$ cat src/rtl/dmc_pkg.sv
package dmc_pkg;
  localparam int unsigned BYTE_W = 8;
  typedef enum logic {ST_IDLE = 1'b0, ST_FILL = 1'b1} dmc_state_e;
endpackage

$ cat src/rtl/dmc_tag_store.sv
module dmc_tag_store #(
  parameter int unsigned TAG_W = 1,
  parameter int unsigned IDX_W = 2
) (
  input  logic             clk_i,
  input  logic             rst_ni,
  input  logic [IDX_W-1:0] rd_idx_i,
  input  logic [TAG_W-1:0] rd_tag_i,
  output logic             hit_o,
  input  logic             wr_en_i,
  input  logic [IDX_W-1:0] wr_idx_i,
  input  logic [TAG_W-1:0] wr_tag_i
);
  localparam int unsigned SETS = 1 << IDX_W;

  logic [SETS-1:0] valid_q;
  logic [TAG_W-1:0] tag_q [SETS];

  for (genvar s = 0; s < SETS; s++) begin : g_line
    always_ff @(posedge clk_i or negedge rst_ni) begin
      if (!rst_ni) begin
        valid_q[s] <= 1'b0;
        tag_q[s]   <= '0;
      end else if (wr_en_i && wr_idx_i == IDX_W'(s)) begin
        valid_q[s] <= 1'b1;
        tag_q[s]   <= wr_tag_i;
      end
    end
  end

  assign hit_o = valid_q[rd_idx_i] && (tag_q[rd_idx_i] == rd_tag_i);

  // an installed line is valid on the next cycle
  a_r6_install_sets_valid: assert property (@(posedge clk_i) disable iff (!rst_ni)
    wr_en_i |=> valid_q[$past(wr_idx_i)]);
endmodule

$ cat src/rtl/dmc_data_store.sv
module dmc_data_store #(
  parameter int unsigned IDX_W = 2,
  parameter int unsigned OFF_W = 1
) (
  input  logic                           clk_i,
  input  logic                           wr_en_i,
  input  logic [IDX_W-1:0]               wr_idx_i,
  input  logic [(dmc_pkg::BYTE_W<<OFF_W)-1:0] wr_blk_i,
  input  logic [IDX_W-1:0]               rd_idx_i,
  input  logic [OFF_W-1:0]               rd_off_i,
  output logic [dmc_pkg::BYTE_W-1:0]     rd_byte_o
);
  localparam int unsigned SETS  = 1 << IDX_W;
  localparam int unsigned BLK_W = dmc_pkg::BYTE_W << OFF_W;

  logic [BLK_W-1:0] blk_q [SETS];

  for (genvar s = 0; s < SETS; s++) begin : g_blk
    always_ff @(posedge clk_i) begin
      if (wr_en_i && wr_idx_i == IDX_W'(s)) blk_q[s] <= wr_blk_i;
    end
  end

  logic [BLK_W-1:0] rd_blk;
  assign rd_blk    = blk_q[rd_idx_i];
  assign rd_byte_o = rd_blk[{rd_off_i, 3'b000} +: dmc_pkg::BYTE_W];
endmodule

$ cat src/rtl/dmc_ctrl.sv
module dmc_ctrl (
  input  logic clk_i,
  input  logic rst_ni,
  input  logic accept_i,
  input  logic hit_i,
  input  logic mem_valid_i,
  output logic ready_o,
  output logic fill_o,
  output logic latch_o,
  output logic install_o
);
  import dmc_pkg::*;
  dmc_state_e state_q, state_d;

  always_comb begin
    state_d = state_q;
    unique case (state_q)
      ST_IDLE: if (accept_i && !hit_i) state_d = ST_FILL;
      ST_FILL: if (mem_valid_i) state_d = ST_IDLE;
      default: state_d = ST_IDLE;
    endcase
  end

  always_ff @(posedge clk_i or negedge rst_ni) begin
    if (!rst_ni) state_q <= ST_IDLE;
    else         state_q <= state_d;
  end

  assign ready_o   = (state_q == ST_IDLE);
  assign fill_o    = (state_q == ST_FILL);
  assign latch_o   = accept_i && !hit_i;
  assign install_o = fill_o && mem_valid_i;

  // a refill starts only from a missed, accepted request
  a_r5_fill_from_miss: assert property (@(posedge clk_i) disable iff (!rst_ni)
    $rose(fill_o) |-> $past(accept_i && !hit_i));
endmodule

$ cat src/rtl/dm_read_cache.sv
module dm_read_cache #(
  parameter int unsigned TAG_W = 1,
  parameter int unsigned IDX_W = 2,
  parameter int unsigned OFF_W = 1,
  localparam int unsigned A_W   = TAG_W + IDX_W + OFF_W,
  localparam int unsigned BLK_W = dmc_pkg::BYTE_W << OFF_W
) (
  input  logic                  clk_i,
  input  logic                  rst_ni,
  input  logic                  req_valid_i,
  output logic                  req_ready_o,
  input  logic [A_W-1:0]        req_addr_i,
  output logic                  rsp_valid_o,
  output logic [7:0]            rsp_data_o,
  output logic                  rsp_hit_o,
  output logic                  mem_req_o,
  output logic [TAG_W+IDX_W-1:0] mem_addr_o,
  input  logic                  mem_valid_i,
  input  logic [BLK_W-1:0]      mem_data_i
);
  logic [TAG_W-1:0] req_tag;
  logic [IDX_W-1:0] req_idx;
  logic [OFF_W-1:0] req_off;
  assign {req_tag, req_idx, req_off} = req_addr_i;

  logic [A_W-1:0] miss_addr_q;
  logic [TAG_W-1:0] miss_tag;
  logic [IDX_W-1:0] miss_idx;
  logic [OFF_W-1:0] miss_off;
  assign {miss_tag, miss_idx, miss_off} = miss_addr_q;

  logic hit, accept, fill, latch, install;
  logic [7:0] hit_byte;

  assign accept = req_valid_i && req_ready_o;

  dmc_ctrl u_ctrl (
    .clk_i, .rst_ni,
    .accept_i(accept), .hit_i(hit), .mem_valid_i,
    .ready_o(req_ready_o), .fill_o(fill), .latch_o(latch), .install_o(install)
  );

  dmc_tag_store #(.TAG_W(TAG_W), .IDX_W(IDX_W)) u_tags (
    .clk_i, .rst_ni,
    .rd_idx_i(req_idx), .rd_tag_i(req_tag), .hit_o(hit),
    .wr_en_i(install), .wr_idx_i(miss_idx), .wr_tag_i(miss_tag)
  );

  dmc_data_store #(.IDX_W(IDX_W), .OFF_W(OFF_W)) u_data (
    .clk_i,
    .wr_en_i(install), .wr_idx_i(miss_idx), .wr_blk_i(mem_data_i),
    .rd_idx_i(req_idx), .rd_off_i(req_off), .rd_byte_o(hit_byte)
  );

  always_ff @(posedge clk_i or negedge rst_ni) begin
    if (!rst_ni) miss_addr_q <= '0;
    else if (latch) miss_addr_q <= req_addr_i;
  end

  always_ff @(posedge clk_i or negedge rst_ni) begin
    if (!rst_ni) begin
      rsp_valid_o <= 1'b0;
      rsp_data_o  <= '0;
      rsp_hit_o   <= 1'b0;
    end else begin
      rsp_valid_o <= 1'b0;
      if (accept && hit) begin
        rsp_valid_o <= 1'b1;
        rsp_data_o  <= hit_byte;
        rsp_hit_o   <= 1'b1;
      end else if (install) begin
        rsp_valid_o <= 1'b1;
        rsp_data_o  <= mem_data_i[{miss_off, 3'b000} +: 8];
        rsp_hit_o   <= 1'b0;
      end
    end
  end

  assign mem_req_o  = fill;
  assign mem_addr_o = {miss_tag, miss_idx};

  a_r3_hit_after_accept: assert property (@(posedge clk_i) disable iff (!rst_ni)
    (rsp_valid_o && rsp_hit_o) |-> $past(req_valid_i && req_ready_o));
  a_r6_fill_rsp_after_block: assert property (@(posedge clk_i) disable iff (!rst_ni)
    (rsp_valid_o && !rsp_hit_o) |-> $past(mem_req_o && mem_valid_i));
  a_r5_req_held: assert property (@(posedge clk_i) disable iff (!rst_ni)
    (mem_req_o && !mem_valid_i) |=> (mem_req_o && $stable(mem_addr_o)));
  a_r5_not_ready_in_fill: assert property (@(posedge clk_i) disable iff (!rst_ni)
    mem_req_o |-> !req_ready_o);
  a_r6_ready_after_fill: assert property (@(posedge clk_i) disable iff (!rst_ni)
    (mem_req_o && mem_valid_i) |=> req_ready_o);
endmodule

$ cat config.mk
export PLATFORM = sky130hd
export DESIGN_NAME = dm_read_cache
export DESIGN_NICKNAME = d
export VERILOG_FILES = /design/src/rtl/dmc_pkg.sv /design/src/rtl/dmc_tag_store.sv /design/src/rtl/dmc_data_store.sv /design/src/rtl/dmc_ctrl.sv /design/src/rtl/dm_read_cache.sv
export SDC_FILE = /design/constraint.sdc
export NUM_CORES = 1
export LEC_CHECK = 0
export ABC_AREA = 1
export BUFFER_PORTS_ARGS = -buffer_cell sky130_fd_sc_hd__buf_4
export CAP_MARGIN = 40
export CORE_MARGIN = 2
export CORE_UTILIZATION = 60
export CTS_BUF_LIST = sky130_fd_sc_hd__clkbuf_8
export DETAILED_ROUTE_END_ITERATION = 6
export HOLD_SLACK_MARGIN = 0.03
export PLACE_DENSITY = 0.8
export SLEW_MARGIN = 20
export SYNTH_ARGS = -nofsm -noshare
export SYNTH_HDL_FRONTEND = slang
export SYNTH_SLANG_ARGS = --single-unit
$ cat constraint.sdc
create_clock -name clk_i -period 3.45 [get_ports clk_i]
set_clock_uncertainty 0.05 [all_clocks]
set_input_delay 0.345 -clock clk_i [delete_from_list [all_inputs] [get_ports clk_i]]
set_output_delay 0.345 -clock clk_i [all_outputs]
set_load 0.01 [all_outputs]
==> results of run 1 <==
[report_power, final]
| group | switching (mW) | internal, mW |
|---|---|---|
| combinational | 0.349 | 0.238 |
| sequential | 0.132 | 1.31 |
| clock | 0.352 | 0.351 |
[sequential cells by signal, summed over array words and instances, names as in the netlist]
register,cells
rsp_valid_o,1
rsp_hit_o,1
u_ctrl.fill_o,1
u_tags.tag_q,4
u_data.blk_q,64
miss_addr_q,4
u_tags.valid_q,4
rsp_data_o,8
[logic make-up (layout without fill, tap and decap cells)]
group,after synthesis,in the layout
compound gates,51,51
buf+inv,48,89
simple gates,177,177
flops,87,87
[worst max-delay path: cells and delay by family (launching register included)]
kind          cells  cell delay (ps)
buf+inv           1              320
flops             1              400
simple gates      2              990
[stage by stage]
stage / hold WS [ps] / setup WS (ps)
floorplan: -0.591 / 1150
global placement: 204 / 1380
detailed placement: 207 / 1230
CTS: 122 / 1420
global route: 133 / 1250
finish: 133 / 1400
[final cells by class]
| type | instances | area (µm²) |
|---|---|---|
| Sequential cell | 87 | 2500 |
| Fill cell | 427 | 1730 |
| Multi-Input combinational cell | 228 | 1030 |
| Timing Repair Buffer | 43 | 325 |
| Clock buffer | 10 | 138 |
| Inverter | 30 | 115 |
| Tap cell | 75 | 93.8 |
| Clock inverter | 6 | 61.3 |
[worst paths after layout]
| path | startpoint | to | slack (ps) | cells past startpoint |
|---|---|---|---|---|
| worst max-delay path | u_ctrl.fill_o | u_data.blk_q[3][12] | 1400 | 3 |
| worst min-delay path | mem_valid_i | u_ctrl.fill_o | 130 | 2 |
| worst max register to register | u_ctrl.fill_o | u_data.blk_q[3][12] | 1400 | 3 |
| worst min register to register | u_tags.valid_q[3] | u_tags.valid_q[3] | 420 | 2 |
| max in group asynchronous | rst_ni | u_tags.valid_q[0] | 2730 | 2 |
| min in group asynchronous | rst_ni | rsp_data_o[2] | 390 | 2 |
[metal layers]
metal,track usage,wire [µm]
met5,0,0
met4,0.0849,184
met3,0.0646,568
met2,0.402,4110
met1,0.321,3320
[cell usage in the layout (no fill, tap or decap), types with 4 or more instances in the layout]
cell type,Yosys,routed
dfrtp_1,23,23
o21ai_0,32,32
nand3_1,27,27
inv_1,27,28
nand2_1,79,79
edfxtp_1,64,64
clkbuf_8,0,10
o211ai_1,10,10
buf_4,5,42
nor3_2,0,4
nor2_1,59,59
o21ai_1,7,7
[timing repair]
item                                    CTS  global route
hold endpoints to repair                 23             0
hold buffers                              1             0
endpoints found under the setup margin    0             0
setup buffers                             0             0
==> impl_metrics.py, run 1 <==
metrics = {
    "run_status": {
        "outcome": "finished, final reports clean",
    },
    "placed_design": {
        "dp_hpwl_mm": 5.10,
        "portBuffers": 38,
        "dpl_cell_area_um2": 4050,
        "dp.cells": 462,
        "globalplace.congestion": 0.827,
    },
    "clocking": {
        "clock_path_buffers": 2,
        "root_buffer": "clkbuf_8",
        "cts_made_buffers": 9,
        "htreeDepth": 3,
        "cts_tree": "done",
        "clock_sinks": 87,
        "cts_resized": 0,
        "clk_transition_reported_paths_ps": 80,
        "clk_latency_ps": 350,
    },
    "power_and_ir_drop": {
        "power.total_mw": 2.73,
        "p_leak_nw": 1.77,
        "power_density_nw_per_um2": 641,
        "vdd_drop_max_v": 0.000436,
    },
    "die": {
        "rows": 28,
        "coreArea_um2": 5990,
        "die-area_um2": 6890,
        "die-height_um": 83.0,
        "start_util": 0.625,
        "io_pins": 39,
        "die_w_um": 83.0,
    },
    "timing": {
        "slew_headroom": 0.551,
        "finalSetupViolations": 0,
        "fmax_ghz": 0.487,
        "min_period_over_period": 0.596,
        "tns_ps": 0,
        "rsz0062_at_grt": "no",
        "final-max-slew-violation-count": 0,
        "fin_crit_ps": 2050,
        "worst_slew_pin_slew_ps": 670,
        "hold_viol": 0,
    },
    "worst_setup_path": {
        "cp.required_ps": 3450,
        "end_kind": "flop",
        "critPathKind": "reg2reg",
        "path_max_fanout": 15,
        "cp.arrival_ps": 2060,
        "crit_chain": "nand2_1, nor3_2, buf_4",
        "critPathMaxStageDelay_ps": 640,
        "start_kind": "flop",
        "cp_slowest_cell": "nor3_2",
    },
    "synthesis": {
        "synthSimpleGateAreaFrac": 0.195,
        "ys_ff_latch": 87,
        "synth-xor-area-share": 0,
        "synth_top_family_by_area": "simple AND/OR/NAND/NOR gates",
        "synth_fp_nets": 387,
        "syn_avg_cell_area_um2": 10.3,
        "yosys.area.top_type": "edfxtp_1",
        "ys_top_cells_by_area": "edfxtp_1 (51%), dfrtp_1 (15%), nand2_1 (7.9%)",
        "async_flop_share": 0.264,
        "synth_compound_area_frac": 0.0748,
        "synthCells": 363,
        "yosysWarnings": 0,
        "synthTopCellsByCount": "nand2_1 (79), edfxtp_1 (64), nor2_1 (59)",
        "synth_mux_area_frac": 0,
        "seq_area_frac_synth": 0.667,
        "synth_adder_area_share": 0,
        "netlist-cell-type-count": 23,
        "synth_ff_type": "edfxtp_1",
        "synth_most_common_cell": "nand2_1",
        "synth.cell_area_um2": 3750,
        "synth_edf_count": 64,
        "synth.top_cell.area_share": 0.513,
    },
    "global_route": {
        "grt-ovfl-total": 0,
        "grt_first_pass_wirelength_mm": 13.0,
        "grt_pass1_vias": 2606,
        "antenna_found_initial": 0,
        "grt_max_degree": 48,
        "grt_usage": 0.246,
    },
    "final_layout": {
        "num_antenna_cells": 0,
        "drive_gt1_frac": 0.173,
        "fin_nets": 423,
        "postLayoutCellArea_um2": 4260,
        "fin_cells": 479,
        "syn_to_final_growth_pct": 13.8,
        "final_util": 0.712,
    },
    "drt": {
        "vias": 2743,
        "drt_first_iter_violations": 205,
        "ant_nets": 0,
        "via_per_inst": 5.73,
        "drt-wirelength-per-cell_um": 17.1,
        "drc_errors": 0,
        "first_pass_iters": 5,
        "routed_wl_mm": 8.18,
    },
    "job": {
        "cap_violations": 0,
    },
    "hold_path": {
        "hp-class": "in2reg",
    },
}
(Power assumes the default switching activity.)
==> run 2: changes to the inputs <==
==> constraint.sdc (replaced) <==
create_clock -name clk_i -period 1.9 [get_ports clk_i]
set_clock_uncertainty 0.05 [all_clocks]
set_input_delay 0.19 -clock clk_i [delete_from_list [all_inputs] [get_ports clk_i]]
set_output_delay 0.19 -clock clk_i [all_outputs]
set_load 0.01 [all_outputs]
==> run 2 against run 1 <==
Effect of this change:
- power grew 82%
- register-to-register slack lost 1200 ps
- via count grew 0.26%
- worst hold slack lost 28 ps
- global-route usage grew 0.66 points
- combinational power grew 87%
- first-iteration DRC count grew 41%
- sequential share of layout area shrank 2.5 points
- critical path type is now in2reg
- largest cell class unchanged
- highest routed layer unchanged
==> impl_metrics.py, run 2 (same netlist as run 1, synthesis figures left out) <==
metrics = {
    "run_status": {
        "outcome": "finished, final reports clean",
    },
    "global_route": {
        "grt_usage": 0.252,
        "antenna_found_initial": 0,
        "grt_pass1_vias": 2798,
        "grt-ovfl-total": 0,
        "grt_max_degree": 37,
        "grt_first_pass_wirelength_mm": 13.6,
    },
    "worst_setup_path": {
        "cp.required_ps": 2080,
        "path_delay_family": "buffers and inverters",
        "critPathBufInv": 4,
        "crit_chain": "dlygate4sd3_1, buf_4, nand2_1, nor3_2, buf_4, inv_1, nand2_1, o21ai_0",
        "critPathMaxStageDelay_ps": 530,
        "cp.arrival_ps": 1940,
        "path_max_fanout": 17,
        "critPathKind": "in2reg",
        "cp_slowest_cell": "dlygate4sd3_1",
        "end_kind": "flop",
        "start_kind": "primary input",
    },
    "power_and_ir_drop": {
        "vdd_drop_max_v": 0.000830,
        "power_density_nw_per_um2": 1110,
        "p_leak_nw": 1.87,
    },
    "die": {
        "rows": 28,
        "coreArea_um2": 5990,
        "io_pins": 39,
        "start_util": 0.625,
        "die_w_um": 83.0,
        "die-area_um2": 6890,
        "die-height_um": 83.0,
    },
    "clocking": {
        "clock_path_buffers": 2,
        "cts_resized": 0,
        "clock_sinks": 87,
        "htreeDepth": 3,
        "cts_tree": "done",
        "clk_latency_ps": 350,
        "post_cts_buffers": 0,
        "root_buffer": "clkbuf_8",
        "clk_transition_reported_paths_ps": 80,
        "cts_made_buffers": 9,
    },
    "timing": {
        "final-max-slew-violation-count": 0,
        "finalSetupViolations": 0,
        "rsz0062_at_grt": "no",
        "min_period_over_period": 0.928,
        "hold_viol": 0,
        "fmax_ghz": 0.567,
        "fin_crit_ps": 1760,
        "slew_headroom": 0.634,
        "whs_ps": 104,
        "setup_ws_ps": 136,
        "tns_ps": 0,
        "worst_slew_pin_slew_ps": 548,
    },
    "drt": {
        "first_pass_iters": 4,
        "vias": 2750,
        "ant_nets": 0,
        "via_per_inst": 5.50,
        "routed_wl_mm": 8.23,
        "drt-wirelength-per-cell_um": 16.5,
        "drc_errors": 0,
        "drt_first_iter_violations": 290,
    },
    "hold_path": {
        "hp-class": "in2reg",
    },
    "final_layout": {
        "drive_gt1_frac": 0.174,
        "fillers": 407,
        "final_util": 0.744,
        "mostFrequentLayoutCells": "nand2_1 (79), edfxtp_1 (64), nor2_1 (59)",
        "num_antenna_cells": 0,
        "final_common_cell": "nand2_1",
        "fin_cells": 500,
        "top_register": "u_data.blk_q",
        "fin_nets": 444,
        "reg_top3": "u_data.blk_q (64), rsp_data_o (8)",
        "largest_reg_flops": 64,
        "syn_to_final_growth_pct": 18.9,
    },
    "placed_design": {
        "dp.cells": 466,
        "dp_hpwl_mm": 5.21,
        "portBuffers": 38,
        "dp_slack_ps": 208,
        "globalplace.congestion": 0.855,
    },
    "job": {
        "cap_violations": 0,
    },
}
==> run 2: cell types whose count changed in the layout (fill, tap and decap cells not counted) <==
cell,before,now
dlygate4sd3_1,1,18
buf_4,42,46
clkinv_2,0,3
clkinvlp_4,2,0
clkinv_1,2,1
clkinv_4,1,0
inv_1,28,29
==> run 2: worst min-delay path, cell delays in order <==
cell and delay [ps]:
buf_4 130, inv_1 70, o21ai_1 70
==> run 2: where the power goes <==
group          total, mW  internal, mW  switching (mW)
registers           2.61          2.38           0.233
logic               1.10         0.467           0.636
clock network       1.25         0.628           0.624
==> run 2: timing repair <==
action,in CTS,in global routing
endpoints found under the hold margin,88,0
hold buffers,18,0
setup endpoints to repair,0,0
==> run 2: per-layer routing <==
| metal | wire length [µm] | GRT usage | vias to the layer above | part of all wire |
|---|---|---|---|---|
| met3 | 498 | 0.0417 | 19 | 0.061 |
| met2 | 4110 | 0.414 | 97 | 0.50 |
| met1 | 3380 | 0.331 | 1311 | 0.41 |
| met5 | 0 | 0 | - | 0 |
| li1 | - | - | 1323 | - |
| met4 | 240 | 0.119 | 0 | 0.029 |
==> run 2: path summary, 6_finish.rpt <==
kind | from | endpoint | slack, ps | depth (start not counted)
min reg2reg | u_tags.valid_q[3] | u_tags.valid_q[3] | 410 | 2
min in group asynchronous | rst_ni | rsp_data_o[4] | 220 | 2
max in group asynchronous | rst_ni | u_tags.tag_q[2] | 1350 | 2
max | mem_valid_i | u_tags.tag_q[2] | 140 | 8
max reg2reg | u_ctrl.fill_o | u_tags.tag_q[2] | 190 | 6
min | req_addr_i[3] | miss_addr_q[3] | 100 | 3
==> run 2: cell type report <==
| cell class | count | area, µm² | area share |
|---|---|---|---|
| Clock buffer | 10 | 138 | 0.0309 |
| Clock inverter | 6 | 52.6 | 0.0118 |
| Inverter | 30 | 115 | 0.0258 |
| Multi-Input combinational cell | 228 | 1030 | 0.232 |
| Sequential cell | 87 | 2500 | 0.561 |
| Tap cell | 75 | 93.8 | 0.0211 |
| Timing Repair Buffer | 64 | 526 | 0.118 |
==> run 2: stage by stage <==
| stage | area, µm² | power (mW) |
|---|---|---|
| floorplan | 3750 | 3.23 |
| detailed placement | 4080 | 3.72 |
| global route | 4450 | 5.21 |
| CTS | 4450 | 4.97 |
| finish | 4450 | 4.97 |
| global placement | 4080 | 3.67 |
